--- config.mk ---
export PLATFORM = sky130hd
export DESIGN_NAME = keyguard_ctrl
export DESIGN_NICKNAME = d
export VERILOG_FILES = /design/src/rtl/keyguard_pkg.sv /design/src/rtl/keyguard_keystore.sv /design/src/rtl/keyguard_countdown.sv /design/src/rtl/keyguard_fsm.sv /design/src/rtl/keyguard_ctrl.sv
export SDC_FILE = /design/constraint.sdc
export NUM_CORES = 1
export LEC_CHECK = 0
export BUFFER_PORTS_ARGS = -buffer_cell sky130_fd_sc_hd__buf_2
export CORE_ASPECT_RATIO = 1.25
export CORE_MARGIN = 2
export CORE_UTILIZATION = 26
export CTS_CLUSTER_DIAMETER = 200
export DETAILED_ROUTE_END_ITERATION = 10
export GPL_TIMING_DRIVEN = 0
export MAX_ROUTING_LAYER = met4
export SKIP_LAST_GASP = 1
export SYNTH_ARGS = -nofsm -noshare
export SYNTH_HDL_FRONTEND = slang
export SYNTH_HIERARCHICAL = 1
export SYNTH_SLANG_ARGS = --single-unit
--- constraint.sdc ---
create_clock -name clk -period 4.7 [get_ports clk]
set_input_delay 0.94 -clock clk [delete_from_list [all_inputs] [get_ports clk]]
set_output_delay 0.94 -clock clk [all_outputs]
set_load 0.01 [all_outputs]
--- src/rtl/keyguard_pkg.sv ---
package keyguard_pkg;
    typedef enum logic [1:0] {
        ST_IDLE = 2'd0,
        ST_BUSY = 2'd1,
        ST_WIPE = 2'd2
    } kg_state_e;

    localparam logic [7:0] ADR_CTRL   = 8'h08;
    localparam logic [7:0] ADR_STATUS = 8'h09;
    localparam logic [7:0] ADR_TMO    = 8'h0b;
    localparam logic [7:0] ADR_KEY    = 8'h10;

    localparam int CB_INIT = 0;
    localparam int CB_NEXT = 1;
    localparam int CB_ZERO = 2;
endpackage

--- src/rtl/keyguard_keystore.sv ---
module keyguard_keystore #(
    parameter int DATA_W = 32,
    parameter int WORDS  = 8,
    localparam int SEL_W = $clog2(WORDS)
) (
    input  logic                    clk,
    input  logic                    rst_n,
    input  logic                    wr_en,
    input  logic [SEL_W-1:0]        wr_sel,
    input  logic [DATA_W-1:0]       wr_data,
    input  logic                    clr,
    output logic [WORDS*DATA_W-1:0] key_flat
);
    for (genvar g = 0; g < WORDS; g++) begin : g_word
        logic [DATA_W-1:0] word_q;
        always_ff @(posedge clk or negedge rst_n) begin
            if (!rst_n)
                word_q <= '0;
            else if (clr)
                word_q <= '0;
            else if (wr_en && wr_sel == SEL_W'(g))
                word_q <= wr_data;
        end
        assign key_flat[g*DATA_W +: DATA_W] = word_q;
    end
endmodule

--- src/rtl/keyguard_countdown.sv ---
module keyguard_countdown #(
    parameter int CNT_W = 32,
    parameter logic [CNT_W-1:0] RST_VAL = 32'h0400_0000
) (
    input  logic             clk,
    input  logic             rst_n,
    input  logic             reload,
    input  logic             dec,
    input  logic [CNT_W-1:0] load_val,
    output logic [CNT_W-1:0] cnt,
    output logic             is_zero
);
    always_ff @(posedge clk or negedge rst_n) begin
        if (!rst_n)
            cnt <= RST_VAL;
        else if (reload)
            cnt <= load_val;
        else if (dec && cnt != '0)
            cnt <= cnt - 1'b1;
    end
    assign is_zero = (cnt == '0);
endmodule

--- src/rtl/keyguard_fsm.sv ---
module keyguard_fsm
    import keyguard_pkg::*;
(
    input  logic      clk,
    input  logic      rst_n,
    input  logic      cmd_init,
    input  logic      cmd_next,
    input  logic      cmd_zero,
    input  logic      key_done,
    input  logic      op_done,
    input  logic      cnt_zero,
    output kg_state_e st,
    output logic      loaded,
    output logic      valid,
    output logic      ready,
    output logic      init_p,
    output logic      next_p,
    output logic      key_clr,
    output logic      done_reload
);
    kg_state_e st_nx;
    logic      pend_q;
    logic      zreq;
    logic      wipe_go;

    assign zreq    = pend_q | cmd_zero;
    assign wipe_go = (st == ST_IDLE) && loaded && (zreq || cnt_zero);

    // State register
    always_ff @(posedge clk or negedge rst_n) begin
        if (!rst_n) st <= ST_IDLE;
        else        st <= st_nx;
    end

    // Next-state and strobes
    always_comb begin
        st_nx       = st;
        key_clr     = 1'b0;
        done_reload = 1'b0;
        unique case (st)
            ST_IDLE: begin
                if (wipe_go) begin
                    st_nx   = ST_WIPE;
                    key_clr = 1'b1;
                end else if (zreq) begin
                    key_clr = 1'b1;
                end else if (cmd_init || cmd_next) begin
                    st_nx = ST_BUSY;
                end
            end
            ST_BUSY: begin
                if (key_done || op_done) begin
                    st_nx       = ST_IDLE;
                    done_reload = 1'b1;
                end
            end
            ST_WIPE: begin
                if (key_done) st_nx = ST_IDLE;
            end
            default: st_nx = ST_IDLE;
        endcase
    end

    // Registered outputs
    always_ff @(posedge clk or negedge rst_n) begin
        if (!rst_n) begin
            loaded <= 1'b0;
            valid  <= 1'b0;
            ready  <= 1'b1;
            init_p <= 1'b0;
            next_p <= 1'b0;
            pend_q <= 1'b0;
        end else begin
            init_p <= 1'b0;
            next_p <= 1'b0;
            unique case (st)
                ST_IDLE: begin
                    if (zreq || wipe_go) pend_q <= 1'b0;
                    if (wipe_go) begin
                        init_p <= 1'b1;
                        ready  <= 1'b0;
                        valid  <= 1'b0;
                    end else if (!zreq && (cmd_init || cmd_next)) begin
                        init_p <= cmd_init;
                        next_p <= !cmd_init;
                        ready  <= 1'b0;
                        valid  <= 1'b0;
                    end
                end
                ST_BUSY: begin
                    if (cmd_zero) pend_q <= 1'b1;
                    if (key_done) begin
                        loaded <= 1'b1;
                        ready  <= 1'b1;
                    end else if (op_done) begin
                        valid <= 1'b1;
                        ready <= 1'b1;
                    end
                end
                ST_WIPE: begin
                    if (cmd_zero) pend_q <= 1'b1;
                    if (key_done) begin
                        loaded <= 1'b0;
                        ready  <= 1'b1;
                    end
                end
                default: ;
            endcase
        end
    end
endmodule

--- src/rtl/keyguard_ctrl.sv ---
module keyguard_ctrl
    import keyguard_pkg::*;
#(
    parameter int DATA_W = 32,
    parameter int KEY_WORDS = 8,
    parameter int ADDR_W = 8,
    parameter logic [31:0] DEF_TIMEOUT = 32'h0400_0000,
    localparam int KEY_W = DATA_W * KEY_WORDS,
    localparam int SEL_W = $clog2(KEY_WORDS)
) (
    input  logic              clk,
    input  logic              rst_n,
    input  logic              cs,
    input  logic              we,
    input  logic [ADDR_W-1:0] addr,
    input  logic [DATA_W-1:0] wdata,
    output logic [DATA_W-1:0] rdata,
    input  logic              key_len256,
    input  logic              eng_key_done,
    input  logic              eng_op_done,
    output logic              eng_init,
    output logic              eng_next,
    output logic [KEY_W-1:0]  eng_key,
    output logic              eng_keylen,
    output logic              key_loaded,
    output logic              timeout
);
    logic              wr, rd, ctrl_wr, stat_rd, tmo_wr, key_wr;
    logic              valid_f, ready_f, key_clr, done_reload, cnt_zero;
    logic [DATA_W-1:0] tmo_q, cnt_val, rd_mux;
    logic [KEY_W-1:0]  key_flat;
    kg_state_e         fsm_st;

    assign wr      = cs & we;
    assign rd      = cs & ~we;
    assign ctrl_wr = wr && addr == ADDR_W'(ADR_CTRL);
    assign tmo_wr  = wr && addr == ADDR_W'(ADR_TMO);
    assign stat_rd = rd && addr == ADDR_W'(ADR_STATUS);
    assign key_wr  = wr && (addr >> SEL_W) == (ADDR_W'(ADR_KEY) >> SEL_W);

    always_ff @(posedge clk or negedge rst_n) begin
        if (!rst_n)      tmo_q <= DATA_W'(DEF_TIMEOUT);
        else if (tmo_wr) tmo_q <= wdata;
    end

    always_comb begin
        rd_mux = '0;
        if (addr == ADDR_W'(ADR_STATUS))
            rd_mux = DATA_W'({key_loaded, valid_f, ready_f});
        else if (addr == ADDR_W'(ADR_TMO))
            rd_mux = tmo_q;
    end

    always_ff @(posedge clk or negedge rst_n) begin
        if (!rst_n) rdata <= '0;
        else        rdata <= rd ? rd_mux : '0;
    end

    keyguard_keystore #(.DATA_W(DATA_W), .WORDS(KEY_WORDS)) u_store (
        .clk(clk), .rst_n(rst_n), .wr_en(key_wr), .wr_sel(addr[SEL_W-1:0]),
        .wr_data(wdata), .clr(key_clr), .key_flat(key_flat)
    );

    keyguard_countdown #(.CNT_W(DATA_W), .RST_VAL(DATA_W'(DEF_TIMEOUT))) u_cnt (
        .clk(clk), .rst_n(rst_n), .reload(stat_rd | done_reload),
        .dec(fsm_st == ST_IDLE && key_loaded), .load_val(tmo_q),
        .cnt(cnt_val), .is_zero(cnt_zero)
    );

    keyguard_fsm u_fsm (
        .clk(clk), .rst_n(rst_n),
        .cmd_init(ctrl_wr & wdata[CB_INIT]), .cmd_next(ctrl_wr & wdata[CB_NEXT]),
        .cmd_zero(ctrl_wr & wdata[CB_ZERO]),
        .key_done(eng_key_done), .op_done(eng_op_done), .cnt_zero(cnt_zero),
        .st(fsm_st), .loaded(key_loaded), .valid(valid_f), .ready(ready_f),
        .init_p(eng_init), .next_p(eng_next), .key_clr(key_clr),
        .done_reload(done_reload)
    );

    assign eng_key    = (fsm_st == ST_WIPE) ? '0 : key_flat;
    assign eng_keylen = (fsm_st == ST_WIPE) ? 1'b1 : key_len256;
    assign timeout    = cnt_zero;
endmodule

# Yosys cells after proc, flatten, opt, wreduce, memory -nomap -nowiden
# Index checks and enable logic that the tools add are counted.
op_classes:
  n_addsub: 1
  multipliers: 0
  div: 0
  order_cmp: 0
  n_eq_ne: 24
  shift: 0
  muxes: 53
  n_bitwise: 8
  n_reduce_logical: 45
ops:
  columns: ["cell", "n"]
  rows:
  - ["$mux W32", 21]
  - ["$mux W256", 1]
  - ["$logic_not A32 Y1", 1]
  - ["$reduce_bool A32 Y1", 1]
  - ["$sub A32 B1 Y32 const B", 1]
  - ["$eq A8 B4 Y1 const B", 3]
  - ["$reduce_bool A2 Y1", 12]
  - ["$mux W1", 21]
  - ["$logic_and A1 B1 Y1", 16]
  - ["$eq A3 B3 Y1 const B", 4]
  - ["$reduce_and A4 Y1", 3]
  - ["$mux W2", 5]
  - ["$ne A2 B2 Y1 const B", 4]
  - ["$eq A3 B2 Y1 const B", 2]
  - ["$ne A2 B1 Y1 const B", 3]
  - ["$ne A3 B1 Y1 const B", 2]
  - ["$ne A3 B3 Y1 const B", 2]
  - ["$pmux W1 S2", 3]
  - ["$pmux W2 S3", 1]
  - ["$reduce_and A3 Y1", 2]
  - ["$and A1 B1 Y1", 5]
  - ["$eq A5 B2 Y1 const B", 1]
  - ["$logic_or A1 B1 Y1", 4]
  - ["$eq A3 B1 Y1 const B", 1]
  - ["other kinds (10)", 12]
totals:
  register_bits: 360
  latchBits: 0
  ramBits: 0
  mem_bits_ro: 0
  output_inout_bits: 293
  wordCells: 149
  memories: 0

# Logic depth before layout (Yosys ltp)
# Gate-level depths: netlist of the first run.
logic_depth:
  depth_word: 9
  depth_mapped: 13

# Modules after synthesis
# The synthesis of the first run kept the hierarchy.
by_module_without_submodules:
  columns: ["module", "instances", "cells_each", "area_per_inst_um2"]
  rows:
  - ["keyguard_keystore", 1, 907, 11308.3]
  - ["keyguard_ctrl", 1, 441, 4231.6]
  - ["keyguard_countdown", 1, 231, 1999.4]
  - ["keyguard_fsm", 1, 42, 476.7]

# Least setup slack after synthesis of the first run
# No wires, ideal clock.
synth_path:
  path_kind: "reg-to-reg"
  start: "register u_cnt.cnt[24]"
  end: "register u_store.g_word[0].word_q[31]"
  setup_time_ns: 0.133
  arrival_ns: 3.355
  t_required_ns: 4.567
  path_slack_ns: 1.212
  stages_incl_launch_ff: 13
  synth_period_minus_slack_ns: 3.488
  path_cell_list: "dfrtp_1 -> or4_1 -> buf_2 -> or4_4 -> nor3_1 -> nand2_1 -> a21boi_1 -> buf_2 -> buf_2 -> buf_2 -> clkbuf_1 -> nand2b_1 -> mux2i_1"
synth_between:
  elab_chain_len: 6
  word_cells_on_any_way: 7
  classes_between: "mux (3); reduce/logical (4)"
synth_rtl:
  columns: ["item", "line", "source"]
  rows:
  - ["start: declaration", "keyguard_countdown.sv:10", "output logic [CNT_W-1:0] cnt,"]
  - ["start signal: assignment", "keyguard_countdown.sv:17", "cnt <= load_val;"]
  - ["start signal: assignment", "keyguard_countdown.sv:19", "cnt <= cnt - 1'b1;"]
  - ["$logic_not A32 Y1 (*)", "keyguard_countdown.sv:21", "assign is_zero = (cnt == '0);"]
  - ["net timeout", "keyguard_ctrl.sv:26", "output logic timeout"]
  - ["$logic_or A1 B1 Y1 (*)", "keyguard_fsm.sv:27", "assign wipe_go = (st == ST_IDLE) && loaded && (zreq || cnt_zero);"]
  - ["$logic_and A1 B1 Y1 (*)", "keyguard_fsm.sv:27", null]
  - ["$mux W1 (*)", "keyguard_fsm.sv:42", "if (wipe_go) begin"]
  - ["$mux W1 (*)", "keyguard_fsm.sv:40", "unique case (st)"]
  - ["net key_clr", "keyguard_ctrl.sv:29", "logic valid_f, ready_f, key_clr, done_reload, cnt_zero;"]
  - ["$mux W32 or $reduce_bool A2 Y1 (tied branches)", null, null]
  - ["end signal: assignment", "keyguard_keystore.sv:22", "word_q <= wr_data;"]
  - ["end: declaration", "keyguard_keystore.sv:15", "logic [DATA_W-1:0] word_q;"]
# Mark *: on every way through the listed nets, which the timed path passes. The rest lies on a longest branch.
# A chain may end at the register's enable or synchronous reset.

# Final worst setup path of the first run
layout_path:
  start: "register u_fsm.st[0]"
  end: "output eng_key[227]"
layout_between:
  elab_chain_len: 2
layout_rtl:
  columns: ["item", "line", "source"]
  rows:
  - ["start: declaration", "keyguard_fsm.sv:12", "output kg_state_e st,"]
  - ["start signal: assignment", "keyguard_fsm.sv:32", "else st <= st_nx;"]
  - ["$eq A2 B2 Y1", "keyguard_ctrl.sv:80", "assign eng_key = (fsm_st == ST_WIPE) ? '0 : key_flat;"]
  - ["$mux W256", "keyguard_ctrl.sv:80", null]
  - ["end: declaration", "keyguard_ctrl.sv:23", "output logic [KEY_W-1:0] eng_key,"]
# No other way between the ends.

==> reports/metrics.cfg, run 1 <==
[global_route]
track_usage_pct = 18.7
grt_pass1_vias = 14000
antenna_found_initial = 4
grt_pass1_wl_um = 94700
overflow = 0
grt_max_degree = 106

[route]
vias_per_cell = 4.48
wl_met2_um = 32300
first_iter_violations = 750
dr.max_layer_used = met4
route.antenna.remaining_nets = 0
wl_met1_um = 27600
drc_errors = 0
wl_um = 65500
firstDrtPassIters = 5
wl_met3_um = 3080
vias = 13300
wire_per_inst_um = 22.1

[floorplanning]
start_util_pct = 26.3
ios = 340
die_x_um = 239
die_area_mm2 = 0.0714
rows = 107
die_h_um = 298
core_mm2 = 0.0684

[placement]
io_buffers = 338
pre_cts_ws_ns = -0.208
gp_congestion = 0.880
dp_hpwl_um = 48600
dpl_cell_area_mm2 = 0.0210

[timing]
drv_slew = 0
final_hold_viol_count = 0
fin_ws_ns = 0.287
fin_crit_sh_pct = 93.9
relSlewSlack_pct = 2.64
max_freq_mhz = 227
skew_ns = 0.0292
fin_crit_ns = 4.41
rsz0062_at_grt = no
finalSetupViolations = 0
tightest_slew_ns = 1.46

[clocking]
postCtsHoldBufs = 0
post_cts_buffers = 0
htreeDepth = 2
cts_sinks = 360
cts_buffers = 42
clk_pin_slew_worst_paths_ns = 0.06
cts_root_buffer = clkbuf_16
cts_tree = yes
clkLatencyLatePin_ns = 0.57
cts_buffer_depth = 3

[yosys]
synth_flop_cell = dfrtp_1
ys_seq_area_share_pct = 50.0
netlist_top_cells_area = dfrtp_1, mux2i_1, nand2b_1
yosys_warnings = 6
syn-cell-area_mm2 = 0.0180
syn-num-nets = 1673
synth_top_area_share_pct = 49.6
ys_seq_elements = 360
yosys.area.top_type = dfrtp_1
synth_cell_types = 70
synth-async-reset-ratio_pct = 100
syn_inst = 1621
synth_edf_count = 0
syn_area_per_cell_um2 = 11.1

[cells_and_area]
seqCellArea_mm2 = 0.00901
design_area_mm2 = 0.0223
flow.area_growth_from_synthesis_pct = 24.0
postLayoutCoreUtil_pct = 32.7
fill_cells = 6983
multi_input_area_mm2 = 0.00831
drive_gt1_share_pct = 25.0
nNetsFinal = 2058

[critical_path]
critPathMostFrequentCell = clkbuf_1
worstPathRequired_ns = 3.76
crit_chain = nand2b_1 -> clkbuf_1 -> clkbuf_1 -> and2_1 -> buf_2
slowest_stage = clkbuf_1
crit_path_max_fanout = 10
critical_path_class = reg -> out
arrival_ns = 3.47
end_kind = output pin
critPathLaunchType = flip-flop
slowest_delay_ns = 1.11

[run]
drv_cap = 0

[pwr]
power_leakage_nw = 12.2
powerDensity_mw_per_mm2 = 346
ir_drop_uv = 166

[worst_hold_path]
hold_class = in -> async

[run_status]
status = finished clean

logic make-up after synthesis:
logic type	synth area share [%]
flip-flops	50.0
buffers and inverters	3.90
adder cells (fa/ha/maj)	0.347
XOR/XNOR	0.583
multiplexers	17.2
AO/OA/AOI/OAI	2.97
AND/OR/NAND/NOR	25.0
stage by stage:
step	hold slack [ns]	std cells	total power (W)	TNS (ns)
after detailed placement	0.511	2888	0.00446	-9.92
after CTS	0.261	2963	0.00783	0
final	0.279	2964	0.00772	0
after global placement	0.502	2885	0.00442	-1591.51
after global routing	0.285	2963	0.00806	0
after floorplan	0.464	1621	0.00405	0
final timing paths:
| check | from | endpoint | slack (ns) | cells past startpoint |
|---|---|---|---|---|
| max | u_fsm/st[0]$_DFFE_PN0P_ | eng_key[227] | 0.29 | 5 |
| min | rst_n | u_store/g_word[2].word_q[22]$_DFFE_PN0P_ | 0.28 | 1 |
| max reg2reg | u_cnt/cnt[22]$_DFFE_PN0P_ | u_store/g_word[1].word_q[13]$_DFFE_PN0P_ | 0.43 | 12 |
| min reg2reg | tmo_q[16]$_DFFE_PN0P_ | rdata[16]$_DFF_PN0_ | 0.51 | 1 |
| max in group asynchronous | rst_n | u_store/g_word[1].word_q[4]$_DFFE_PN0P_ | 2.98 | 3 |
| min in group clk | tmo_q[16]$_DFFE_PN0P_ | rdata[16]$_DFF_PN0_ | 0.51 | 1 |
power by group:
part	total [W]	switching, W	leakage, nW	internal [W]
logic	0.000909	0.000547	6.65	0.000362
registers	0.00351	0.000198	4.92	0.00331
clock network	0.00331	0.00139	0.654	0.00191
total	0.00772	0.00214	12.2	0.00559
placed cells by master, fill, tap and decap left out, types with 11 or more instances in the layout:
cell,synthesis,final
clkbuf_1,95,103
mux2_4,31,31
clkbuf_16,0,43
a31oi_1,14,14
mux2i_1,260,260
nand2b_1,293,293
nor2_1,25,25
buf_2,34,371
dfrtp_1,357,357
nand3_1,11,11
nand2_1,27,27
and2_1,290,290
o21ai_0,14,14
cell usage after synthesis, types with 4 or more instances:
| cell | count |
|---|---|
| a21oi_1 | 6 |
| a31oi_1 | 14 |
| and2_1 | 290 |
| buf_2 | 34 |
| buf_6 | 9 |
| clkbuf_1 | 95 |
| dfrtp_1 | 357 |
| ha_1 | 5 |
| inv_1 | 9 |
| mux2_4 | 31 |
| mux2i_1 | 260 |
| nand2_1 | 27 |
| nand2b_1 | 293 |
| nand3_1 | 11 |
| nand4_1 | 7 |
| nand4b_1 | 4 |
| nor2_1 | 25 |
| nor2b_1 | 5 |
| nor3_1 | 9 |
| o21a_1 | 4 |
| o21ai_0 | 14 |
| o31ai_1 | 9 |
| or3_1 | 7 |
| or4_1 | 10 |
| xnor2_1 | 10 |
repair_timing:
action | in CTS | in global routing
hold endpoints to repair | 0 | 0
endpoints found under the setup margin | 138 | 57
resized for setup | 1 | 3
cloned | 0 | 0
layer usage:
layer | track usage, % | vias up
met5 | - | -
met4 | 7.02 | 0
met3 | 3.30 | 121
met2 | 31.3 | 334
met1 | 22.4 | 6693
li1 | - | 6118
worst max-delay path, delay by kind of cell, from the launching register on:
kind,cells,cell delay (ns)
and+or+nand+nor,2,0.59
DFF,1,0.44
buffers and inverters,3,1.87
final cells by class:
type	count	area share (%)
Clock buffer	59	5.40
Multi-Input combinational cell	1107	37.2
Sequential cell	360	40.3
Tap cell	926	5.18
Timing Repair Buffer	341	7.98
Buffer	144	2.98
Clock inverter	16	0.750
Inverter	10	0.168
Antenna cell	1	0.0112
sequential cells by signal, indices dropped and copies added, names as in the netlist:
name,cells
rdata,32
tmo_q,32
u_cnt/cnt,32
u_fsm/init_p,1
u_fsm/loaded,1
u_fsm/next_p,1
u_fsm/pend_q,1
u_fsm/ready,1
u_fsm/st,2
u_fsm/valid,1
u_store/g_word.word_q,256
Power figures use the tool's default switching activity.
==> run 2, diff against run 1 <==
--- a/config.mk
+++ b/config.mk
@@ -12,7 +12,6 @@
 export CTS_CLUSTER_DIAMETER = 200
 export DETAILED_ROUTE_END_ITERATION = 10
 export GPL_TIMING_DRIVEN = 0
-export MAX_ROUTING_LAYER = met4
 export SKIP_LAST_GASP = 1
 export SYNTH_ARGS = -nofsm -noshare
 export SYNTH_HDL_FRONTEND = slang
==> reports/metrics.cfg, run 2 (same netlist as run 1, synthesis figures left out) <==
[timing]
final_hold_viol_count = 0  ; unchanged
skew_ns = 0.0219  ; was 0.0292 ns
relSlewSlack_pct = 15.5  ; was 2.64%
finalSetupViolations = 0  ; unchanged
max_freq_mhz = 222  ; was 227 MHz
drv_slew = 0  ; unchanged
fin_crit_sh_pct = 95.9  ; was 93.9%
fin_crit_ns = 4.51  ; was 4.41 ns
rsz0062_at_grt = no  ; unchanged
tightest_slew_ns = 1.27  ; was 1.46 ns
fin_ws_ns = 0.194  ; was 0.287 ns

[cells_and_area]
largest_register_ff_count = 256  ; unchanged
mostFrequentLayoutCell = buf_2  ; unchanged
nNetsFinal = 2058  ; unchanged
fill_cells = 6927  ; was 6983
final_cell_mix = buf_2, dfrtp_1, nand2b_1  ; unchanged
postLayoutCoreUtil_pct = 32.9  ; was 32.7%
flow.area_growth_from_synthesis_pct = 25.0  ; was 24.0%
seqCellArea_mm2 = 0.00901  ; unchanged
multi_input_area_mm2 = 0.00831  ; about the same
drive_gt1_share_pct = 25.6  ; was 25.0%
top_register = u_store/g_word.word_q  ; unchanged

[critical_path]
arrival_ns = 4.90  ; was 3.47 ns
critPathLaunchType = flip-flop  ; unchanged
critPathMostFrequentCell = clkbuf_1  ; unchanged
end_kind = flip-flop  ; was output pin
slowest_stage = clkbuf_1  ; unchanged
crit_path_max_fanout = 10  ; unchanged
worstPathRequired_ns = 5.09  ; was 3.76 ns
crit_chain = or4_1 -> clkbuf_1 -> or4_4 -> nor3_2 -> nand2_1 -> a21boi_1 -> buf_2 -> clkbuf_1 -> nand2b_1 -> clkbuf_1 -> mux2i_1  ; was nand2b_1 -> clkbuf_1 -> clkbuf_1 -> and2_1 -> buf_2
ff2ff_path_depth = 11  ; was 12
critical_path_class = reg -> reg  ; was reg -> out
slowest_delay_ns = 0.64  ; was 1.11 ns

[clocking]
htreeDepth = 2  ; unchanged
cts_root_buffer = clkbuf_16  ; unchanged
cts_tree = yes  ; unchanged
clkLatencyLatePin_ns = 0.57  ; about the same
cts_sinks = 360  ; unchanged
cts_buffer_depth = 3  ; unchanged
clk_pin_slew_worst_paths_ns = 0.07  ; was 0.06 ns
cts_buffers = 42  ; unchanged
postCtsHoldBufs = 0  ; unchanged

[global_route]
grt_pass1_vias = 14000  ; about the same
antenna_found_initial = 1  ; was 4
grt_max_degree = 116  ; was 106
overflow = 0  ; unchanged
track_usage_pct = 18.2  ; was 18.7%
grt_pass1_wl_um = 94800  ; was 94700 um

[route]
route.antenna.remaining_nets = 0  ; unchanged
firstDrtPassIters = 5  ; unchanged
wl_um = 66000  ; was 65500 um
drc_errors = 0  ; unchanged
first_iter_violations = 794  ; was 750
vias = 13400  ; was 13.3k
wire_per_inst_um = 22.2  ; was 22.1 um
vias_per_cell = 4.51  ; was 4.48

[worst_hold_path]
hold_class = in -> async  ; unchanged

[placement]
io_buffers = 338  ; unchanged
gp_congestion = 0.871  ; was 0.880
pre_cts_ws_ns = -0.211  ; was -0.208 ns
dp_hpwl_um = 48700  ; was 48600 um

[pwr]
powerDensity_mw_per_mm2 = 358  ; was 346 mW/mm2
power_leakage_nw = 12.3  ; was 12.2 nW
ir_drop_uv = 214  ; was 166 uV

[floorplanning]
ios = 340  ; unchanged
die_x_um = 239  ; unchanged
start_util_pct = 26.3  ; unchanged
die_h_um = 298  ; unchanged
die_area_mm2 = 0.0714  ; unchanged
core_mm2 = 0.0684  ; unchanged
rows = 107  ; unchanged

[run_status]
status = finished clean  ; unchanged

[run]
drv_cap = 0  ; unchanged

==> run 2: report_power, final <==
| group | leakage, nW | internal [W] | switching (W) |
|---|---|---|---|
| sequential | 4.92 | 0.00331 | 0.000201 |
| clock | 0.758 | 0.00221 | 0.00144 |
| combinational | 6.65 | 0.000362 | 0.000551 |
==> run 2: worst max-delay path, delay by kind of cell (launching register included) <==
kind            cells  cell delay [ns]
buf+inv             4             1.46
simple gates        5             2.04
flops               1             0.41
mux                 1             0.18
compound gates      1             0.21
==> run 2: worst paths after layout <==
kind / from / end / slack [ns]
min reg2reg: tmo_q[29]$_DFFE_PN0P_ / rdata[29]$_DFF_PN0_ / 0.53
min: rst_n / u_store/g_word[1].word_q[25]$_DFFE_PN0P_ / 0.31
min in group clk: tmo_q[29]$_DFFE_PN0P_ / rdata[29]$_DFF_PN0_ / 0.53
max: u_cnt/cnt[22]$_DFFE_PN0P_ / u_store/g_word[0].word_q[16]$_DFFE_PN0P_ / 0.19
max in group asynchronous: rst_n / u_store/g_word[0].word_q[3]$_DFFE_PN0P_ / 2.83
max reg2reg: u_cnt/cnt[22]$_DFFE_PN0P_ / u_store/g_word[0].word_q[16]$_DFFE_PN0P_ / 0.19
==> run 2: through the flow <==
stage	hold WS, ns	setup TNS, ns	power (W)	std cells	instance area (um2)
detailed placement	0.512	-13.33	0.00447	2888	21000
floorplan	0.464	0	0.00405	1621	18000
global route	0.341	0	0.00840	2965	22500
CTS	0.311	0	0.00818	2965	22500
finish	0.314	0	0.00807	2970	22500
global placement	0.506	-1588.97	0.00442	2885	20900
==> run 2: cell type report <==
cell class / instances / share of cell area, %
flip-flops and latches: 360 / 40.0
multi-input cells: 1107 / 36.9
repair buffers: 341 / 7.92
clock buffers: 55 / 5.52
well taps: 926 / 5.14
plain buffers: 144 / 2.98
clock inverters: 22 / 1.31
inverters: 10 / 0.167
diodes: 5 / 0.0556
==> run 2: per-layer routing <==
metal | GRT usage, % | wire (um) | up-vias
li1 | - | - | 6127
met1 | 22.7 | 27700 | 6720
met2 | 31.0 | 32300 | 428
met3 | 3.21 | 3280 | 116
met4 | 7.41 | 2640 | 0
met5 | 0 | 0 | -
==> run 2: repair_timing <==
| item | 4_1_cts | 5_1_grt |
|---|---|---|
| resized for setup | 1 | 11 |
| setup buffers | 0 | 0 |
| endpoints found under the setup margin | 186 | 23 |
==> run 3, diff against run 2 <==
==> constraint.sdc (replaced) <==
create_clock -name clk -period 4.2 [get_ports clk]
set_input_delay 0.84 -clock clk [delete_from_list [all_inputs] [get_ports clk]]
set_output_delay 0.84 -clock clk [all_outputs]
set_load 0.01 [all_outputs]
==> reports/metrics.cfg, run 3 (same netlist as run 1, synthesis figures left out) <==
[clocking]
htreeDepth = 2  ; unchanged
clkLatencyLatePin_ns = 0.57  ; about the same
post_cts_buffers = 0  ; unchanged
cts_tree = yes  ; unchanged
cts_buffers = 42  ; unchanged
cts_sinks = 360  ; unchanged
cts_buffer_depth = 3  ; unchanged
clk_pin_slew_worst_paths_ns = 0.06  ; was 0.07 ns
cts_root_buffer = clkbuf_16  ; unchanged

[critical_path]
end_kind = flip-flop  ; unchanged
worstPathRequired_ns = 4.60  ; was 5.09 ns
crit_path_max_fanout = 10  ; unchanged
critPathLaunchType = flip-flop  ; unchanged
critical_path_class = reg -> reg  ; unchanged
arrival_ns = 4.42  ; was 4.90 ns

[route]
firstDrtPassIters = 5  ; unchanged
route.antenna.remaining_nets = 0  ; unchanged
wire_per_inst_um = 22.3  ; was 22.2 um
drc_errors = 0  ; unchanged
vias = 13300  ; was 13.4k
first_iter_violations = 795  ; was 794
vias_per_cell = 4.52  ; was 4.51
wl_um = 65900  ; was 66000 um

[timing]
max_freq_mhz = 249  ; was 222 MHz
drv_slew = 0  ; unchanged
relSlewSlack_pct = 35.5  ; was 15.5%
fin_crit_ns = 4.02  ; was 4.51 ns
finalSetupViolations = 0  ; unchanged
skew_ns = 0.0202  ; was 0.0219 ns
tightest_slew_ns = 0.959  ; was 1.27 ns
final_hold_viol_count = 0  ; unchanged
fin_crit_sh_pct = 95.7  ; was 95.9%
rsz0062_at_grt = no  ; unchanged

[global_route]
track_usage_pct = 18.2  ; about the same
grt_pass1_vias = 14000  ; about the same
grt_max_degree = 116  ; unchanged
grt_pass1_wl_um = 94800  ; about the same
overflow = 0  ; unchanged
antenna_found_initial = 1  ; unchanged

[pwr]
powerDensity_mw_per_mm2 = 401  ; was 358 mW/mm2
power_leakage_nw = 12.4  ; was 12.3 nW
ir_drop_uv = 238  ; was 214 uV

[cells_and_area]
seqCellArea_mm2 = 0.00901  ; unchanged
fill_cells = 6917  ; was 6927
nNetsFinal = 2042  ; was 2058
multi_input_area_mm2 = 0.00833  ; was 0.00831 mm2
top_register = u_store/g_word.word_q  ; unchanged
fin_cells = 2952  ; was 2970
flow.area_growth_from_synthesis_pct = 25.0  ; about the same
postLayoutCoreUtil_pct = 32.9  ; about the same
final_cell_mix = buf_2, dfrtp_1, and2_1  ; was buf_2, dfrtp_1, nand2b_1
largest_register_ff_count = 256  ; unchanged
mostFrequentLayoutCell = buf_2  ; unchanged
drive_gt1_share_pct = 27.3  ; was 25.6%

[run_status]
status = finished clean  ; unchanged

[floorplanning]
die_h_um = 298  ; unchanged
die_x_um = 239  ; unchanged
ios = 340  ; unchanged
rows = 107  ; unchanged
die_area_mm2 = 0.0714  ; unchanged
start_util_pct = 26.3  ; unchanged
core_mm2 = 0.0684  ; unchanged

[placement]
io_buffers = 338  ; unchanged
dp_hpwl_um = 48700  ; unchanged
placedCellCount = 2888  ; unchanged
gp_congestion = 0.871  ; unchanged

[run]
drv_cap = 0  ; unchanged

[worst_hold_path]
hold_class = in -> async  ; unchanged

[run 3: changes by cell type in the layout (fill, tap and decap cells not counted)]
cell      change
buf_2         -3
nor4_2        +1
nor3_4        +1
diode_2       -2
nor4_1        -1
clkbuf_2     +24
nand2b_2      +5
clkbuf_4      +1
nor3_2        -1
nand2b_1      -5
clkbuf_1     -40
buf_4         +2
[run 3: worst paths after layout]
check                                           from                                       end  slack [ns]  depth (start not counted)
min in group clk                        eng_key_done                  u_fsm/loaded$_DFFE_PN0P_        0.49                          2
min reg2reg                    tmo_q[16]$_DFFE_PN0P_                 u_cnt/cnt[16]$_DFFE_PN0P_        0.52                          2
max in group asynchronous                      rst_n   u_store/g_word[0].word_q[1]$_DFFE_PN0P_        2.45                          3
max reg2reg                u_cnt/cnt[22]$_DFFE_PN0P_   u_store/g_word[6].word_q[1]$_DFFE_PN0P_        0.18                         11
min                                            rst_n  u_store/g_word[1].word_q[26]$_DFFE_PN0P_        0.21                          1
max                        u_cnt/cnt[22]$_DFFE_PN0P_   u_store/g_word[6].word_q[1]$_DFFE_PN0P_        0.18                         11
[run 3: final cells by class]
cell class                 count  area share, %
buffer                       128           2.88
multi-input combinational   1107           37.0
tap                          926           5.15
timing repair buffer         341           7.92
antenna                        3         0.0333
clock inverter                22           1.31
sequential                   360           40.0
inverter                      10          0.167
clock buffer                  55           5.52
[run 3: report_power, final]
| group | internal, W | switching, W |
|---|---|---|
| clock network | 0.00247 | 0.00161 |
| logic | 0.000404 | 0.000614 |
| registers | 0.00370 | 0.000228 |
| total | 0.00658 | 0.00245 |
[run 3: critical path, cell delays in order, from the launching register on]
cell and delay [ns]:
dfrtp_1 0.42, or4_1 0.53, clkbuf_1 0.24, or4_4 0.57
nor3_4 0.32, nand2_1 0.09, a21boi_1 0.20, buf_2 0.27
buf_2 0.28, nand2b_1 0.14, clkbuf_1 0.60, mux2i_1 0.17
[run 3: routing by layer]
layer	share of wire, %	global-route usage (%)
met1	42	22.7
met2	49	30.9
met3	5.2	3.20
met4	4.0	7.40
met5	0	0
[run 3: what timing repair did]
action                                  CTS  global route
hold buffers                              0             0
cloned                                    0             0
pin swaps                                 0             1
endpoints found under the hold margin     0             0
gates resized for setup                  21            32
endpoints found under the setup margin  287           240
[run 3: metrics by stage]
step	TNS (ns)	hold WS [ns]	setup WS [ns]	cell area, um2	total power (W)
final	0	0.212	0.180	22500	0.00903
after global routing	0	0.241	0.00992	22500	0.00941
after CTS	0	0.211	0.00202	22500	0.00915
after detailed placement	-134.20	0.512	-0.711	21000	0.00500
after global placement	-1848.11	0.506	-4.87	20900	0.00495
after floorplan	0	0.464	0.712	18000	0.00453
